File: config.mk
export PLATFORM = sky130hd
export DESIGN_NAME = shint_ctrl
export DESIGN_NICKNAME = d
export VERILOG_FILES = /design/src/rtl/shint_pkg.sv /design/src/rtl/shint_sync.sv /design/src/rtl/shint_pend.sv /design/src/rtl/shint_pick.sv /design/src/rtl/shint_ctrl.sv
export SDC_FILE = /design/constraint.sdc
export NUM_CORES = 2
export LEC_CHECK = 0
export BUFFER_PORTS_ARGS = -buffer_cell sky130_fd_sc_hd__buf_2
export CAP_MARGIN = 10
export CORE_MARGIN = 5
export CORE_UTILIZATION = 57
export DETAILED_ROUTE_END_ITERATION = 6
export GPL_TIMING_DRIVEN = 0
export PLACE_DENSITY = 0.86
export SLEW_MARGIN = 10
export SYNTH_ARGS = -nofsm -noshare
export SYNTH_HDL_FRONTEND = slang
export SYNTH_SLANG_ARGS = --single-unit
File: constraint.sdc
create_clock -name clk -period 3.98 [get_ports clk]
set_input_delay 0.796 -clock clk [delete_from_list [all_inputs] [get_ports clk]]
set_output_delay 0.796 -clock clk [all_outputs]
set_load 0.02 [all_outputs]
File: src/rtl/shint_pkg.sv
package shint_pkg;

    localparam int ADDR_W = 12;

    typedef enum logic [3:0] {
        ACC_NONE,
        ACC_CFG,
        ACC_WEDGE,
        ACC_POL,
        ACC_TRIG,
        ACC_DUAL,
        ACC_MASK,
        ACC_SETM,
        ACC_CLRM,
        ACC_PEND,
        ACC_ROUTE,
        ACC_LOW
    } acc_e;

    localparam int WEDGE_SET_BIT = 31;

    function automatic acc_e decode_acc(input logic [ADDR_W-1:0] a);
        if (a[1:0] != 2'b00)        return ACC_NONE;
        if (a == 12'h000)           return ACC_CFG;
        if (a == 12'h004)           return ACC_WEDGE;
        if (a[11:10] == 2'b01)      return ACC_ROUTE;
        if (a[11:8] == 4'h8)        return ACC_LOW;
        case (a[11:6])
            6'd1:    return ACC_POL;
            6'd2:    return ACC_TRIG;
            6'd3:    return ACC_DUAL;
            6'd4:    return ACC_MASK;
            6'd5:    return ACC_SETM;
            6'd6:    return ACC_CLRM;
            6'd7:    return ACC_PEND;
            default: return ACC_NONE;
        endcase
    endfunction

endpackage

File: src/rtl/shint_sync.sv
module shint_sync #(
    parameter int W = 8
) (
    input  logic         clk,
    input  logic         rst_n,
    input  logic [W-1:0] async_in,
    output logic [W-1:0] sync_out
);
    typedef struct packed {
        logic [W-1:0] s1;
        logic [W-1:0] s2;
    } sync_t;

    sync_t st_d, st_q;

    always_comb begin
        st_d.s1 = async_in;
        st_d.s2 = st_q.s1;
    end

    always_ff @(posedge clk or negedge rst_n) begin
        if (!rst_n) st_q <= '0;
        else        st_q <= st_d;
    end

    assign sync_out = st_q.s2;
endmodule

File: src/rtl/shint_pend.sv
module shint_pend #(
    parameter int N = 8
) (
    input  logic         clk,
    input  logic         rst_n,
    input  logic [N-1:0] lvl_in,
    input  logic [N-1:0] pol,
    input  logic [N-1:0] trig,
    input  logic [N-1:0] dual,
    input  logic [N-1:0] wset,
    input  logic [N-1:0] wclr,
    output logic [N-1:0] pend
);
    typedef struct packed {
        logic [N-1:0] prev;
        logic [N-1:0] hold;
    } pst_t;

    pst_t st_d, st_q;
    logic [N-1:0] rise, fall, hit;

    always_comb begin
        rise = lvl_in & ~st_q.prev;
        fall = ~lvl_in & st_q.prev;
        hit  = (dual & (rise | fall))
             | (~dual & pol & rise)
             | (~dual & ~pol & fall);
        st_d.prev = lvl_in;
        // a new edge or a wedge set wins over a same-cycle acknowledge
        st_d.hold = trig & ((st_q.hold & ~wclr) | hit | wset);
        pend = (trig & st_q.hold) | (~trig & (pol ~^ lvl_in));
    end

    always_ff @(posedge clk or negedge rst_n) begin
        if (!rst_n) st_q <= '0;
        else        st_q <= st_d;
    end
endmodule

File: src/rtl/shint_pick.sv
module shint_pick #(
    parameter int N  = 8,
    parameter int C  = 2,
    parameter int CW = 1,
    parameter int IW = 4
) (
    input  logic [N-1:0]         pend,
    input  logic [N-1:0]         mask,
    input  logic [N-1:0][CW-1:0] route,
    output logic [C-1:0]         irq,
    output logic [C-1:0][IW-1:0] low
);
    for (genvar c = 0; c < C; c++) begin : g_cpu
        logic [N-1:0]  cand;
        logic [IW-1:0] first;
        always_comb begin
            for (int i = 0; i < N; i++) begin
                cand[i] = pend[i] & mask[i] & (route[i] == CW'(c));
            end
            first = IW'(N);
            for (int i = N - 1; i >= 0; i--) begin
                if (cand[i]) first = IW'(i);
            end
        end
        assign irq[c] = |cand;
        assign low[c] = first;
    end
endmodule

File: src/rtl/shint_ctrl.sv
module shint_ctrl
    import shint_pkg::*;
#(
    parameter int NUM_SRC = 64,
    parameter int NUM_CPU = 4
) (
    input  logic               clk,
    input  logic               rst_n,
    input  logic [NUM_SRC-1:0] src_in,
    input  logic               bus_en,
    input  logic               bus_wr,
    input  logic [11:0]        bus_addr,
    input  logic [31:0]        bus_wdata,
    output logic [31:0]        bus_rdata,
    output logic [NUM_CPU-1:0] cpu_irq
);
    localparam int CW = (NUM_CPU > 1) ? $clog2(NUM_CPU) : 1;
    localparam int IW = $clog2(NUM_SRC + 1);

    typedef struct packed {
        logic [NUM_SRC-1:0]         pol;
        logic [NUM_SRC-1:0]         trig;
        logic [NUM_SRC-1:0]         dual;
        logic [NUM_SRC-1:0]         mask;
        logic [NUM_SRC-1:0][CW-1:0] route;
    } cfg_t;

    cfg_t st_d, st_q;

    logic [NUM_SRC-1:0]         lvl_sync;
    logic [NUM_SRC-1:0]         wset, wclr;
    logic [NUM_SRC-1:0]         pend_cur, mask_cur, trig_cur;
    logic [NUM_CPU-1:0][IW-1:0] low_idx;
    acc_e                       acc;
    logic                       wr_go;
    logic                       route_ok;
    int                         widx, ridx, cidx;

    shint_sync #(.W(NUM_SRC)) u_sync (
        .clk      (clk),
        .rst_n    (rst_n),
        .async_in (src_in),
        .sync_out (lvl_sync)
    );

    shint_pend #(.N(NUM_SRC)) u_pend (
        .clk    (clk),
        .rst_n  (rst_n),
        .lvl_in (lvl_sync),
        .pol    (st_q.pol),
        .trig   (st_q.trig),
        .dual   (st_q.dual),
        .wset   (wset),
        .wclr   (wclr),
        .pend   (pend_cur)
    );

    shint_pick #(.N(NUM_SRC), .C(NUM_CPU), .CW(CW), .IW(IW)) u_pick (
        .pend  (pend_cur),
        .mask  (st_q.mask),
        .route (st_q.route),
        .irq   (cpu_irq),
        .low   (low_idx)
    );

    assign mask_cur = st_q.mask;
    assign trig_cur = st_q.trig;

    always_comb begin
        acc      = decode_acc(bus_addr);
        wr_go    = bus_en & bus_wr;
        widx     = int'(bus_addr[5:2]);
        ridx     = int'(bus_addr[9:2]);
        cidx     = int'(bus_addr[7:2]);
        route_ok = bus_wdata < 32'(NUM_CPU);
        st_d     = st_q;

        // wedge decode, one compare per source keeps the index in range
        for (int i = 0; i < NUM_SRC; i++) begin
            wset[i] = wr_go && (acc == ACC_WEDGE) && bus_wdata[WEDGE_SET_BIT]
                      && (bus_wdata[15:0] == 16'(i));
            wclr[i] = wr_go && (acc == ACC_WEDGE) && !bus_wdata[WEDGE_SET_BIT]
                      && (bus_wdata[15:0] == 16'(i));
        end

        // word-array writes
        for (int i = 0; i < NUM_SRC; i++) begin
            if (wr_go && ((i / 32) == widx)) begin
                case (acc)
                    ACC_POL:  st_d.pol[i]  = bus_wdata[i % 32];
                    ACC_TRIG: st_d.trig[i] = bus_wdata[i % 32];
                    ACC_DUAL: st_d.dual[i] = bus_wdata[i % 32];
                    ACC_SETM: if (bus_wdata[i % 32]) st_d.mask[i] = 1'b1;
                    ACC_CLRM: if (bus_wdata[i % 32]) st_d.mask[i] = 1'b0;
                    default: ;
                endcase
            end
            if (wr_go && (acc == ACC_ROUTE) && (i == ridx) && route_ok) begin
                st_d.route[i] = bus_wdata[CW-1:0];
            end
        end

        // read mux
        bus_rdata = '0;
        if (bus_en && !bus_wr) begin
            case (acc)
                ACC_CFG: begin
                    bus_rdata[23:16] = 8'(NUM_SRC / 8 - 1);
                    bus_rdata[7:0]   = 8'(NUM_CPU - 1);
                end
                ACC_POL, ACC_TRIG, ACC_DUAL, ACC_MASK, ACC_PEND: begin
                    for (int i = 0; i < NUM_SRC; i++) begin
                        if ((i / 32) == widx) begin
                            case (acc)
                                ACC_POL:  bus_rdata[i % 32] = st_q.pol[i];
                                ACC_TRIG: bus_rdata[i % 32] = st_q.trig[i];
                                ACC_DUAL: bus_rdata[i % 32] = st_q.dual[i];
                                ACC_MASK: bus_rdata[i % 32] = st_q.mask[i];
                                default:  bus_rdata[i % 32] = pend_cur[i];
                            endcase
                        end
                    end
                end
                ACC_ROUTE: begin
                    for (int i = 0; i < NUM_SRC; i++) begin
                        if (i == ridx) bus_rdata = 32'(st_q.route[i]);
                    end
                end
                ACC_LOW: begin
                    for (int c = 0; c < NUM_CPU; c++) begin
                        if (c == cidx) bus_rdata = 32'(low_idx[c]);
                    end
                end
                default: ;
            endcase
        end
    end

    always_ff @(posedge clk or negedge rst_n) begin
        if (!rst_n) begin
            st_q.pol   <= '1;
            st_q.trig  <= '0;
            st_q.dual  <= '0;
            st_q.mask  <= '0;
            st_q.route <= '0;
        end else begin
            st_q <= st_d;
        end
    end
endmodule

==> results of run 1 <==
-- synth_stat cells, drive strengths merged, types with 63 or more instances --
cell type	instances	area, µm²
dfrtp	576	14410
o21ai	256	1285
nand2	351	1318
inv	204	765.7
a21boi	65	488.0
nor2	252	948.4
a31oi	90	563.0
ha	128	1602
nand2b	63	401.6
a21oi	423	2117
clkbuf	165	619.3
nand3	80	420.4
mux2	311	3502
dfstp	64	1682
a211oi	82	615.6
nor2b	115	719.4
-- routing by layer --
layer | overflow | track usage
met3 | 7 | 0.6340
met5 | 0 | 0.3776
met4 | 43 | 0.7149
met1 | 10 | 0.7932
met2 | 40 | 0.9009
-- kinds of logic after synthesis --
| group | count (synthesis) | synth area share |
|---|---|---|
| flip-flops | 640 | 0.4119 |
| AO/OA/AOI/OAI | 1350 | 0.2205 |
| adder cells (fa/ha/maj) | 128 | 0.04098 |
| XOR/XNOR | 68 | 0.01524 |
| AND/OR/NAND/NOR | 1245 | 0.1720 |
| multiplexers | 340 | 0.09769 |
| buffers and inverters | 419 | 0.04169 |
-- stage by stage --
step,utilization,worst slack (ps),area (µm²),TNS [ps]
CTS,0.7276,-691.5,49730,-14700
detailed placement,0.6071,-2549,41490,-440020
global placement,0.6033,-10780,41230,-7006440
floorplan,-,-51.05,39410,-806.6
-- repair_timing --
item | 4_1_cts
cloned | 9
gates resized for setup | 928
setup endpoints to repair | 279
pin swaps | 182
buffers inserted | 185
==> flow_summary.yaml, run 1 <==
die:
  start_util: 0.5718
  boundaryPins: 148
  num_rows: 96
  die_h_um: 271.8
  die_x_um: 271.8
timing:
  grt-worst-endpoint: "bus_rdata[0]"
  endpoint_type: "output port"
clock_tree:
  cts.sinks: 640
  h-tree-depth: 3
  clockBufferDepth: 3
  hold_buffers: 0
  cts_buffers: 70
  cts_root_buf: "clkbuf_16"
yosys:
  syn_inst: 4190
  ys_warn_count: 0
  syn_avg_cell_area_um2: 9.327
  syn_area_mm2: 0.03908
  async_flop_share: 1.000
  yosysUniqueCellTypes: 91
  synth-edff-count: 0
  syn-num-nets: 4430
  synth_ff_type: "dfrtp_1"
  ys_seq_area_frac: 0.4119
  synth_seq_cells: 640
global_routing:
  grt_usage: 0.7666
  gr-total-overflow: 100
  grt_start_max_net_pins: 113
placement:
  gp_congestion: 1.168
  hpwl_um: 156400
  dp.cells: 5227
  io_buffers: 143
outcome:
  error_line: "[ERROR GRT-0232] Routing congestion too high. Check the congestion heatmap in the GUI."
  lastStage: "global routing (5_1_grt)"
  status: "did not finish"
==> inputs of run 2 (changes only) <==
--- a/config.mk
+++ b/config.mk
@@ -8,10 +8,10 @@
 export BUFFER_PORTS_ARGS = -buffer_cell sky130_fd_sc_hd__buf_2
 export CAP_MARGIN = 10
 export CORE_MARGIN = 5
-export CORE_UTILIZATION = 57
+export CORE_UTILIZATION = 40
 export DETAILED_ROUTE_END_ITERATION = 6
 export GPL_TIMING_DRIVEN = 0
-export PLACE_DENSITY = 0.86
+export PLACE_DENSITY_LB_ADDON = 0.15
 export SLEW_MARGIN = 10
 export SYNTH_ARGS = -nofsm -noshare
 export SYNTH_HDL_FRONTEND = slang
==> constraint.sdc (replaced) <==
create_clock -name clk -period 5.17 [get_ports clk]
set_input_delay 1.034 -clock clk [delete_from_list [all_inputs] [get_ports clk]]
set_output_delay 1.034 -clock clk [all_outputs]
set_load 0.02 [all_outputs]
==> run 2 against run 1 <==
Effect of this change: the flow now finishes, with violations (design-rule violations, negative setup slack); area after synthesis did not move; synthesized cell count is the same.
==> flow_summary.yaml, run 2 <==
outcome:
  status: "complete, but fails checks"
  violations: "design-rule violations, negative setup slack"
placement:
  io_buffers: 143
  pre_cts_ws_ps: -2498
  dp.cells: 5626
  hpwl_um: 167700
  gp_congestion: 1.074
routing:
  via_per_inst: 6.677
  drt_pass1_iterations: 7
  vias: 38860
  drtIter0Drc: 5757
  drc: 4
  wire_per_inst_um: 36.79
  antenna_left: 0
  wirelength_um: 214100
yosys:
  synth_top_family_by_area: "compound AO/OA/AOI/OAI gates"
  synthAdderAreaFrac: 0.04098
  synth_common_cells: "dfrtp_1 (576), a21oi_1 (423), nand2_1 (351), mux2_2 (309), nor2_1 (251)"
  yosys.area.top_type_share: 0.3688
  async_flop_share: 1.000
  post-synth-top-area-cell: "dfrtp_1"
  synth-edff-count: 0
  syn_inst: 4190
  yosysUniqueCellTypes: 91
  syn-num-nets: 4430
  synthTopCellsByArea: "dfrtp_1 (37%), mux2_2 (8.9%), a21oi_1 (5.4%)"
  synth_mux_area_frac: 0.09769
  syn_avg_cell_area_um2: 9.327
  synth_ff_type: "dfrtp_1"
  ys_warn_count: 0
  synth-simple-area-share: 0.1720
  syn_area_mm2: 0.03908
  synth_seq_cells: 640
  synth_xor_area_frac: 0.01524
  yosys.cell_count.top_type: "dfrtp_1"
  ys_seq_area_frac: 0.4119
  synth-compound-area-share: 0.2205
global_routing:
  gr-total-overflow: 0
  grt_start_max_net_pins: 112
  grt_pass1_wl_um: 291000
  grt_usage: 0.3998
  gr-max-usage-layer: "met1"
  met1_usage: 0.5632
  globalRouteMet2Util: 0.5454
  met3_usage: 0.1143
  antenna_found_initial: 10
  grt_pass1_vias: 36050
final_layout:
  area_growth_pct: 21.99
  nets: 4721
  largest_register_ffs: 256
  drive_above_1_share: 0.2651
  layout_commonest_cell: "dfrtp_1"
  fillerInstances: 9109
  top_register: "st_q"
  final_cells: 5820
  top_regs: "st_q x256, u_pend.st_q x128"
  fin_util: 0.4922
  layout_common_cells: "dfrtp_1 (553), a21oi_1 (405), nand2_1 (340)"
die:
  num_rows: 114
  dieArea_mm2: 0.1040
  die_h_um: 322.6
  boundaryPins: 148
  coreArea_mm2: 0.09685
  start_util: 0.4035
  die_x_um: 322.6
timing:
  fin_crit_ps: 5269
  fin_skew_ps: 45.41
  hold_viol: 0
  maxSlewHeadroom: 0.01872
  fmax_mhz: 189.8
  worst_slew_pin_slew_ps: 1466
  rsz0062_at_grt: "true"
  hold_ws_ps: 219.2
  timing.final.ws_setup_ps: -99.08
  slew_viol_final: 0
  setup_viol: 13
  min_period_over_period: 1.019
clock_tree:
  cts_root_buf: "clkbuf_16"
  cts_tree: "done"
  clk_latency_ps: 700
  clockBufferDepth: 3
  cts.sinks: 640
  cts_buffers: 76
  clkSlewWorstSetupHoldPaths_ps: 70
  h-tree-depth: 3
  hold_buffers: 0
critical_path:
  cp.arrival_ps: 4240
  cpMostUsedCell: "a21oi_1"
  cp_max_fo: 4
  cp-start-kind: "register"
  worstPathCellList: "xnor2_1 -> o2111ai_1 -> o2bb2ai_1 -> nor3_1 -> a2111oi_0 -> a21oi_1 -> a21oi_1 -> a221oi_2 -> o221ai_2 -> buf_4"
  cp-end-kind: "output port"
  slowest_stage: "xnor2_1"
  cp_data_required_time_ps: 4140
  cp_slowest_stage_delay_ps: 740
  reg2reg_depth: 7
  crit_type: "register to output port"
power:
  power_density_mw_per_mm2: 255.9
  leakagePower_uw: 0.01988
  vdd.ir_drop.worst_v: 0.0003036
min_path:
  min_path_type: "input pin to async pin"
run:
  drv_cap: 0
## run 2: path summary, 6_finish.rpt
path | from | endpoint | slack, ps
max | u_sync.sync_out[23] | bus_rdata[1] | -100
min | rst_n | mask_cur[30] | 220
max reg2reg | u_sync.sync_out[59] | u_pend.st_q[59] | 3520
min reg2reg | u_sync.st_d[23] | u_sync.sync_out[23] | 330
max in group asynchronous | rst_n | u_sync.st_d[6] | 3050
min in group clk | u_sync.st_d[23] | u_sync.sync_out[23] | 330
## run 2: layout make-up
cell class	count	area, µm²	area share
antenna	3	7.507	0.0001575
buffer	198	1224	0.02567
clock buffer	102	2121	0.04449
clock inverter	36	563.0	0.01181
inverter	204	765.7	0.01606
multi-input combinational	3134	23620	0.4955
sequential	640	16120	0.3382
tap	1276	1597	0.03349
timing repair buffer	227	1647	0.03454
## run 2: power breakdown
group / leakage, µW / switching [µW] / internal [µW]
clock network: 0.00130 / 2380 / 3460
registers: 0.00821 / 121 / 5110
logic: 0.0104 / 789 / 332
total: 0.0199 / 3290 / 8910
## run 2: per-stage QoR
step                total power, µW  TNS (ps)  instance area (µm²)
floorplan                      5724         0                39080
global placement               6258  -6916930                41390
detailed placement             6286   -120920                41800
CTS                           12200    -26.65                46990
global route                  12540    -161.5                47670
finish                        12200    -557.9                47670
## run 2: per-layer routing
layer | share of wire | vias up
li1 | - | 16180
met1 | 0.41 | 19480
met2 | 0.39 | 2616
met3 | 0.12 | 588
met4 | 0.076 | 4
met5 | 0.00011 | -
## run 2: timing repair
| item | in CTS | in global routing |
|---|---|---|
| pin swaps | 54 | 31 |
| buffers inserted | 48 | 19 |
| gates cloned | 0 | 3 |
| setup endpoints to repair | 36 | 31 |
| gates resized for setup | 505 | 117 |
## run 2: critical path: cells and delay by family (launching register included)
| family | cells | cell delay [ps] |
|---|---|---|
| compound gates | 7 | 1980 |
| simple gates | 1 | 180 |
| buf+inv | 1 | 180 |
| flops | 1 | 440 |
| xor+xnor | 1 | 740 |
## run 2: kinds of logic after synthesis
logic type      after synthesis
compound gates             1350
xor+xnor                     68
fa+ha+maj                   128
buf+inv                     419
flops                       640
mux                         340
simple gates               1245
Note: power is estimated with default switching activity, not from simulation.
